## config.mk

```make
export PLATFORM = sky130hd
export DESIGN_NAME = spi_xcvr
export DESIGN_NICKNAME = d
export VERILOG_FILES = /design/src/rtl/spi_xcvr_pkg.sv /design/src/rtl/spi_xcvr_ctrl.sv /design/src/rtl/spi_xcvr_dpath.sv /design/src/rtl/spi_xcvr.sv
export SDC_FILE = /design/constraint.sdc
export NUM_CORES = 1
export LEC_CHECK = 0
export CORE_MARGIN = 2
export CORE_UTILIZATION = 30
export CTS_CLUSTER_DIAMETER = 80
export CTS_CLUSTER_SIZE = 12
export DETAILED_ROUTE_END_ITERATION = 8
export DONT_BUFFER_PORTS = 1
export GPL_ROUTABILITY_DRIVEN = 0
export PLACE_DENSITY = 0.41
export SYNTH_ARGS = -nofsm -noshare
export SYNTH_HDL_FRONTEND = slang
export SYNTH_SLANG_ARGS = --single-unit
```

## constraint.sdc

```tcl
create_clock -name clk -period 7.45 [get_ports clk]
set_clock_uncertainty 0.2 [all_clocks]
set_input_delay 1.1175 -clock clk [delete_from_list [all_inputs] [get_ports clk]]
set_output_delay 1.1175 -clock clk [all_outputs]
set_load 0.1 [all_outputs]
```

## src/rtl/spi_xcvr_pkg.sv

```systemverilog
package spi_xcvr_pkg;

  localparam int CTRL_W = 6;

  typedef struct packed {
    logic       en;
    logic       master;
    logic       cpol;
    logic       cpha;
    logic [1:0] rate;
  } ctrl_t;

  typedef struct packed {
    logic load;
    logic shift;
    logic sample;
    logic finish;
  } strobe_t;

  // half SCK period in system clocks for each rate code
  function automatic logic [4:0] halfOf(input logic [1:0] code);
    case (code)
      2'd0:    halfOf = 5'd1;
      2'd1:    halfOf = 5'd2;
      2'd2:    halfOf = 5'd8;
      default: halfOf = 5'd16;
    endcase
  endfunction

endpackage

```

## src/rtl/spi_xcvr_ctrl.sv

```systemverilog
module spi_xcvr_ctrl
  import spi_xcvr_pkg::*;
#(
  parameter int DATA_W = 8,
  parameter int SYNC_N = 2
) (
  input  logic    clk,
  input  logic    rstN,
  input  logic    ctrlWr,
  input  ctrl_t   ctrlWdata,
  input  logic    dataWr,
  input  logic    statClr,
  input  logic    faultClr,
  input  logic    sckIn,
  input  logic    mosiIn,
  input  logic    misoIn,
  input  logic    ssN,
  output ctrl_t   ctrlQ,
  output strobe_t strb,
  output logic    serIn,
  output logic    sckOut,
  output logic    busy,
  output logic    doneFlag,
  output logic    collFlag,
  output logic    faultFlag
);

  localparam int CNT_W  = $clog2(DATA_W + 1);
  localparam int EDGE_W = $clog2(2 * DATA_W + 1);

  logic [SYNC_N-1:0] sckSh, ssSh, mosiSh;
  logic sckS, sckPrev, ssLow;
  logic mBusy, sckQ;
  logic [4:0] halfCnt, halfLim;
  logic [EDGE_W-1:0] edgeCnt;
  logic [CNT_W-1:0] sampCnt;
  logic doneQ, collQ, faultQ;
  logic faultEvt, sSel, loadEvt, startM, collEvt, tick;
  logic leadM, trailM, sEdge, leadS, trailS, lead, trail;
  logic sampleEvt, shiftEvt, finishEvt;

  // input synchronizers for the slave-side pins
  always_ff @(posedge clk) begin
    if (!rstN) begin
      sckSh   <= '0;
      ssSh    <= '1;
      mosiSh  <= '0;
      sckPrev <= 1'b0;
    end else begin
      sckSh   <= {sckSh[SYNC_N-2:0], sckIn};
      ssSh    <= {ssSh[SYNC_N-2:0], ssN};
      mosiSh  <= {mosiSh[SYNC_N-2:0], mosiIn};
      sckPrev <= sckS;
    end
  end

  assign sckS  = sckSh[SYNC_N-1];
  assign ssLow = ~ssSh[SYNC_N-1];

  assign faultEvt = ctrlQ.en & ctrlQ.master & ssLow;
  assign sSel     = ctrlQ.en & ~ctrlQ.master & ssLow;
  assign busy     = mBusy | sSel;
  assign loadEvt  = dataWr & ~busy & ~faultEvt;
  assign startM   = loadEvt & ctrlQ.en & ctrlQ.master;
  assign collEvt  = dataWr & busy;
  assign halfLim  = halfOf(ctrlQ.rate);
  assign tick     = mBusy & (halfCnt == halfLim - 5'd1) & ~faultEvt;

  // edge classification: master from own divider, slave from synced SCK
  assign leadM  = tick & ~edgeCnt[0];
  assign trailM = tick & edgeCnt[0];
  assign sEdge  = sSel & (sckS != sckPrev);
  assign leadS  = sEdge & (sckS != ctrlQ.cpol);
  assign trailS = sEdge & (sckS == ctrlQ.cpol);
  assign lead   = ctrlQ.master ? leadM : leadS;
  assign trail  = ctrlQ.master ? trailM : trailS;

  assign sampleEvt = ctrlQ.cpha ? trail : lead;
  assign shiftEvt  = ctrlQ.cpha ? (lead & (sampCnt != '0)) : trail;
  assign finishEvt = sampleEvt & (sampCnt == CNT_W'(DATA_W - 1));

  // master clock generator
  always_ff @(posedge clk) begin
    if (!rstN) begin
      mBusy   <= 1'b0;
      halfCnt <= '0;
      edgeCnt <= '0;
      sckQ    <= 1'b0;
    end else if (faultEvt) begin
      mBusy   <= 1'b0;
      halfCnt <= '0;
      edgeCnt <= '0;
      sckQ    <= ctrlQ.cpol;
    end else if (!mBusy) begin
      sckQ    <= ctrlQ.cpol;
      halfCnt <= '0;
      edgeCnt <= '0;
      if (startM) mBusy <= 1'b1;
    end else if (tick) begin
      sckQ    <= ~sckQ;
      halfCnt <= '0;
      edgeCnt <= edgeCnt + 1'b1;
      if (edgeCnt == EDGE_W'(2 * DATA_W - 1)) mBusy <= 1'b0;
    end else begin
      halfCnt <= halfCnt + 5'd1;
    end
  end

  // bit counter shared by both roles
  always_ff @(posedge clk) begin
    if (!rstN) begin
      sampCnt <= '0;
    end else if (!mBusy && !sSel) begin
      sampCnt <= '0;
    end else if (sampleEvt) begin
      sampCnt <= finishEvt ? '0 : sampCnt + 1'b1;
    end
  end

  // control word and sticky flags
  always_ff @(posedge clk) begin
    if (!rstN) begin
      ctrlQ  <= '0;
      doneQ  <= 1'b0;
      collQ  <= 1'b0;
      faultQ <= 1'b0;
    end else begin
      if (ctrlWr) ctrlQ <= ctrlWdata;
      if (faultEvt) ctrlQ.master <= 1'b0;
      doneQ  <= finishEvt | (doneQ & ~statClr);
      collQ  <= collEvt | (collQ & ~statClr);
      faultQ <= faultEvt | (faultQ & ~faultClr);
    end
  end

  assign strb      = '{load: loadEvt, shift: shiftEvt, sample: sampleEvt, finish: finishEvt};
  assign serIn     = ctrlQ.master ? misoIn : mosiSh[SYNC_N-1];
  assign sckOut    = sckQ;
  assign doneFlag  = doneQ;
  assign collFlag  = collQ;
  assign faultFlag = faultQ;


  fault_release_chk: assert property (@(posedge clk) disable iff (!rstN)
    (ctrlQ.en && ctrlQ.master && ssLow) |=> (faultQ && !ctrlQ.master && !mBusy));


  fault_sticky_chk: assert property (@(posedge clk) disable iff (!rstN)
    (faultQ && !faultClr) |=> faultQ);


  coll_flag_chk: assert property (@(posedge clk) disable iff (!rstN)
    (dataWr && busy) |=> collQ);


  done_set_chk: assert property (@(posedge clk) disable iff (!rstN)
    strb.finish |=> doneQ);


  edge_bound_chk: assert property (@(posedge clk) disable iff (!rstN)
    mBusy |-> (edgeCnt < EDGE_W'(2 * DATA_W)));


  idle_level_chk: assert property (@(posedge clk) disable iff (!rstN)
    !mBusy |=> (sckOut == $past(ctrlQ.cpol)));

endmodule

```

## src/rtl/spi_xcvr_dpath.sv

```systemverilog
module spi_xcvr_dpath
  import spi_xcvr_pkg::*;
#(
  parameter int DATA_W = 8
) (
  input  logic              clk,
  input  logic              rstN,
  input  strobe_t           strb,
  input  logic [DATA_W-1:0] wdata,
  input  logic              serIn,
  output logic              txBit,
  output logic [DATA_W-1:0] rxData
);

  logic [DATA_W-1:0] txSh, rxSh, rxBuf;

  always_ff @(posedge clk) begin
    if (!rstN) begin
      txSh <= '0;
    end else if (strb.load) begin
      txSh <= wdata;
    end else if (strb.shift) begin
      txSh <= {txSh[DATA_W-2:0], 1'b0};
    end
  end

  always_ff @(posedge clk) begin
    if (!rstN) begin
      rxSh  <= '0;
      rxBuf <= '0;
    end else if (strb.sample) begin
      rxSh <= {rxSh[DATA_W-2:0], serIn};
      if (strb.finish) rxBuf <= {rxSh[DATA_W-2:0], serIn};
    end
  end

  assign txBit  = txSh[DATA_W-1];
  assign rxData = rxBuf;


  load_shift_excl_chk: assert property (@(posedge clk) disable iff (!rstN)
    strb.load |-> !strb.shift);


  finish_needs_sample_chk: assert property (@(posedge clk) disable iff (!rstN)
    strb.finish |-> strb.sample);

endmodule

```

## src/rtl/spi_xcvr.sv

```systemverilog
module spi_xcvr
  import spi_xcvr_pkg::*;
#(
  parameter int DATA_W = 8,
  parameter int SYNC_N = 2
) (
  input  logic              clk,
  input  logic              rstN,
  input  logic              ctrlWr,
  input  logic [CTRL_W-1:0] ctrlWdata,
  output logic [CTRL_W-1:0] ctrlRd,
  input  logic              dataWr,
  input  logic [DATA_W-1:0] dataWdata,
  output logic [DATA_W-1:0] rxData,
  input  logic              statClr,
  input  logic              faultClr,
  output logic              doneFlag,
  output logic              collFlag,
  output logic              faultFlag,
  output logic              busy,
  input  logic              sckIn,
  output logic              sckOut,
  output logic              sckOe,
  input  logic              mosiIn,
  output logic              mosiOut,
  output logic              mosiOe,
  input  logic              misoIn,
  output logic              misoOut,
  output logic              misoOe,
  input  logic              ssN
);

  ctrl_t   ctrlQ;
  strobe_t strb;
  logic    serIn, txBit;

  spi_xcvr_ctrl #(.DATA_W(DATA_W), .SYNC_N(SYNC_N)) u_ctrl (
    .clk(clk), .rstN(rstN),
    .ctrlWr(ctrlWr), .ctrlWdata(ctrl_t'(ctrlWdata)),
    .dataWr(dataWr), .statClr(statClr), .faultClr(faultClr),
    .sckIn(sckIn), .mosiIn(mosiIn), .misoIn(misoIn), .ssN(ssN),
    .ctrlQ(ctrlQ), .strb(strb), .serIn(serIn), .sckOut(sckOut),
    .busy(busy), .doneFlag(doneFlag), .collFlag(collFlag), .faultFlag(faultFlag)
  );

  spi_xcvr_dpath #(.DATA_W(DATA_W)) u_dpath (
    .clk(clk), .rstN(rstN), .strb(strb), .wdata(dataWdata),
    .serIn(serIn), .txBit(txBit), .rxData(rxData)
  );

  assign ctrlRd  = ctrlQ;
  assign sckOe   = ctrlQ.en & ctrlQ.master;
  assign mosiOe  = ctrlQ.en & ctrlQ.master;
  assign misoOe  = ctrlQ.en & ~ctrlQ.master & ~ssN;
  assign mosiOut = txBit;
  assign misoOut = txBit;

endmodule

```

==> impl_metrics.ini <==
[outcome]
run_status = finished, final reports clean

[sta]
rsz0062_at_grt = false
slew_headroom = 0.2432
fin_crit_sh = 0.5454
hold_violations = 0
whs_ps = 217.0
postLayoutSetupSlackWorst_ps = 3387
post-route-min-period_ps = 4063
drv_slew = 0
setup_violations = 0
setup_tns_ps = 0
fmax_mhz = 246.1
worstMarginPinSlew_ps = 1135

[final_layout]
seqCellArea_um2 = 1102
nNetsFinal = 306
antenna_cells = 0
multi_input_comb_area_um2 = 1291
layout-drive-gt1-share = 0.09058
area_growth_pct = 9.507
instances_no_fill = 381
fillCellCount = 836
post-route-util = 0.3349
design_area_um2 = 2724

[routing]
drc = 0
dr.pass1.iters = 4
wl_um = 5694
avgRoutedWirePerCell_um = 14.94
route.vias.total = 1959
antenna_left = 0
via_per_inst = 5.142
initialDrtViolationCount = 71

[global_routing]
grt_pass1_wl_um = 9315
grt_pass1_vias = 1866
grt_max_degree = 36
grt.overflow.total = 0
grt_use_total = 0.1324
antenna_found_initial = 0

[worst_setup_path]
slowest_stage = dfxtp_1
cp_num_buf_inv = 0
crit_family = simple AND/OR/NAND/NOR gates
worstSetupStartpoint = u_ctrl.ctrlQ[5]$_SDFFE_PN0P_
cp_num_cells = 2
path_cells = or3b_2 > nand2b_1
critical_path_arrival_ps = 2750
worstReg2RegStart = u_ctrl.ctrlQ[5]$_SDFFE_PN0P_
max_stage_delay_ps = 1050
cp-start-kind = flip-flop
crit_path_end_kind = primary output
critPathRequiredTime_ps = 6130
worstRegToRegCells = 5
cp_max_fo = 6
critPathCapture = busy
crit_type = reg2out
timing.rr.end = u_ctrl.halfCnt[2]$_SDFF_PP0_
r2r_setup_slack_ps = 4030

[power_and_ir_drop]
p_total_uw = 564.9
combPwrFrac = 0.080
clockPowerShare = 0.351
swShare = 0.2655
internal_power_uw = 414.9
sequentialPowerShare = 0.570
power.density_nw_per_um2 = 207.4
p_switching_uw = 150.0
max-vdd-ir-drop_mv = 0.07410
p_leak_nw = 0.9125

[place]
dp_cells = 374
postPlaceCellArea_um2 = 2618
dpl.hpwl_um = 4043
pre_cts_slack_ps = 3723
io_buffers = 0

[clock_tree]
cts_made_buffers = 5
clock_latency_ps = 320
clockBufferDepth = 2
hold_buffers = 0
cts-root-buf = clkbuf_8
h-tree-depth = 2
cts_tree = built
cts_resized = 0
clkSinkCount = 55
clk_pin_slew_worst_paths_ps = 100
cts_setup_buffers = 0

[floorplanning]
die_w_um = 95.06
dieArea_um2 = 9035
io_pins = 48
die_h_um = 95.06
placementRows = 33
start_util = 0.3058
core_um2 = 8134

[logic_synthesis]
synth_seq_cells = 55
syn_area_per_cell_um2 = 8.915
synth_edf_count = 0
synth_seq_area_share = 0.4427
synth.distinct_cells = 44
synthFlopType = dfxtp_1
async_flop_share = 0
syn-num-nets = 309
syn_area_um2 = 2487
ys_warn_count = 0
synthCells = 279

[min_path]
hp-class = reg2reg

[job]
cap_violations = 0
-- power by group through the flow --
stage,Clock (mW),Combinational [mW],Sequential [mW]
6_report,0.198,0.0451,0.322
5_1_grt,0.214,0.0494,0.323
4_1_cts,0.204,0.0456,0.322
3_5_place_dp,0,0.0455,0.329
3_3_place_gp,0,0.0453,0.328
2_1_floorplan,0,0.0357,0.331
-- state kept, by name (all words and copies together), names as in the netlist, 2 cells and up --
signal          flops
u_ctrl.ctrlQ        6
u_dpath.rxData      8
u_dpath.txSh        8
u_ctrl.mosiSh       2
u_ctrl.sckSh        2
u_ctrl.edgeCnt      5
u_dpath.rxSh        7
u_ctrl.sampCnt      4
u_ctrl.halfCnt      5
u_ctrl.ssSh         2
-- cells in the final DEF, fill, tap and decap left out, types with 4 or more instances in the layout --
cell	netlist	layout
a21oi_1	18	18
nand2b_1	10	10
o21ai_0	25	25
nand4_1	5	5
nand3_1	20	20
nand3b_1	4	4
clkbuf_8	0	5
xor2_1	6	6
a31oi_1	7	7
mux2i_1	16	16
a311oi_1	4	4
nor2_1	17	17
ha_1	6	6
nand2_1	21	21
dfxtp_1	55	54
buf_4	3	5
and2_1	7	6
inv_1	8	8
-- metal layers --
metal  vias to the layer above  wire [um]  global-route usage
li1                        987          -                   -
met1                       919       2665              0.1717
met2                        44       2615              0.2104
met3                         9        334             0.04032
met4                         0         78             0.04348
met5                         -          0                   0
-- logic make-up after synthesis --
| logic type | after synthesis | share of synthesized area |
|---|---|---|
| simple gates | 103 | 0.2264 |
| compound gates | 65 | 0.1595 |
| flops | 55 | 0.4427 |
| buf+inv | 24 | 0.04074 |
| mux | 17 | 0.06891 |
| xor+xnor | 9 | 0.03169 |
| fa+ha+maj | 6 | 0.03018 |
-- layout make-up --
type	instances	area share
clock buffer	5	0.02526
clock inverter	2	0.01378
inverter	8	0.01102
multi-input combinational	200	0.4740
sequential	55	0.4047
tap	105	0.04823
timing repair buffer	6	0.02297
-- how the worst min path moves through the flow --
stage                               from                         to  slack [ps]  depth (start not counted)
6_report       u_ctrl.ssSh[0]$_SDFF_PN1_  u_ctrl.ssSh[1]$_SDFF_PN1_         220                          1
5_1_grt        u_ctrl.ssSh[0]$_SDFF_PN1_  u_ctrl.ssSh[1]$_SDFF_PN1_         250                          1
4_1_cts        u_ctrl.ssSh[0]$_SDFF_PN1_  u_ctrl.ssSh[1]$_SDFF_PN1_         220                          1
3_5_place_dp   u_ctrl.ssSh[0]$_SDFF_PN1_  u_ctrl.ssSh[1]$_SDFF_PN1_         200                          1
3_3_place_gp   u_ctrl.ssSh[0]$_SDFF_PN1_  u_ctrl.ssSh[1]$_SDFF_PN1_         190                          1
2_1_floorplan  u_ctrl.ssSh[0]$_SDFF_PN1_  u_ctrl.ssSh[1]$_SDFF_PN1_         190                          1
-- synth_stat cells, types with 2 or more instances --
library cell,count,share of area
o21a_1,2,0.0060
dfxtp_1,55,0.44
o31ai_1,2,0.0060
nand4b_1,2,0.0070
inv_1,8,0.012
a31oi_1,7,0.018
nand3b_1,4,0.012
nand2b_1,10,0.025
or2_2,2,0.0050
nor3b_1,2,0.0060
and2_1,7,0.018
nor2_1,17,0.026
ha_1,6,0.030
mux2i_1,16,0.064
a21oi_1,18,0.036
o21ai_0,25,0.050
clkbuf_1,12,0.018
nand2_1,21,0.032
xnor2_1,3,0.011
nand3_1,20,0.040
nand4_1,5,0.013
buf_4,3,0.0091
or3b_2,3,0.011
a311oi_1,4,0.014
xor2_1,6,0.021
Power figures use the tool's default switching activity.
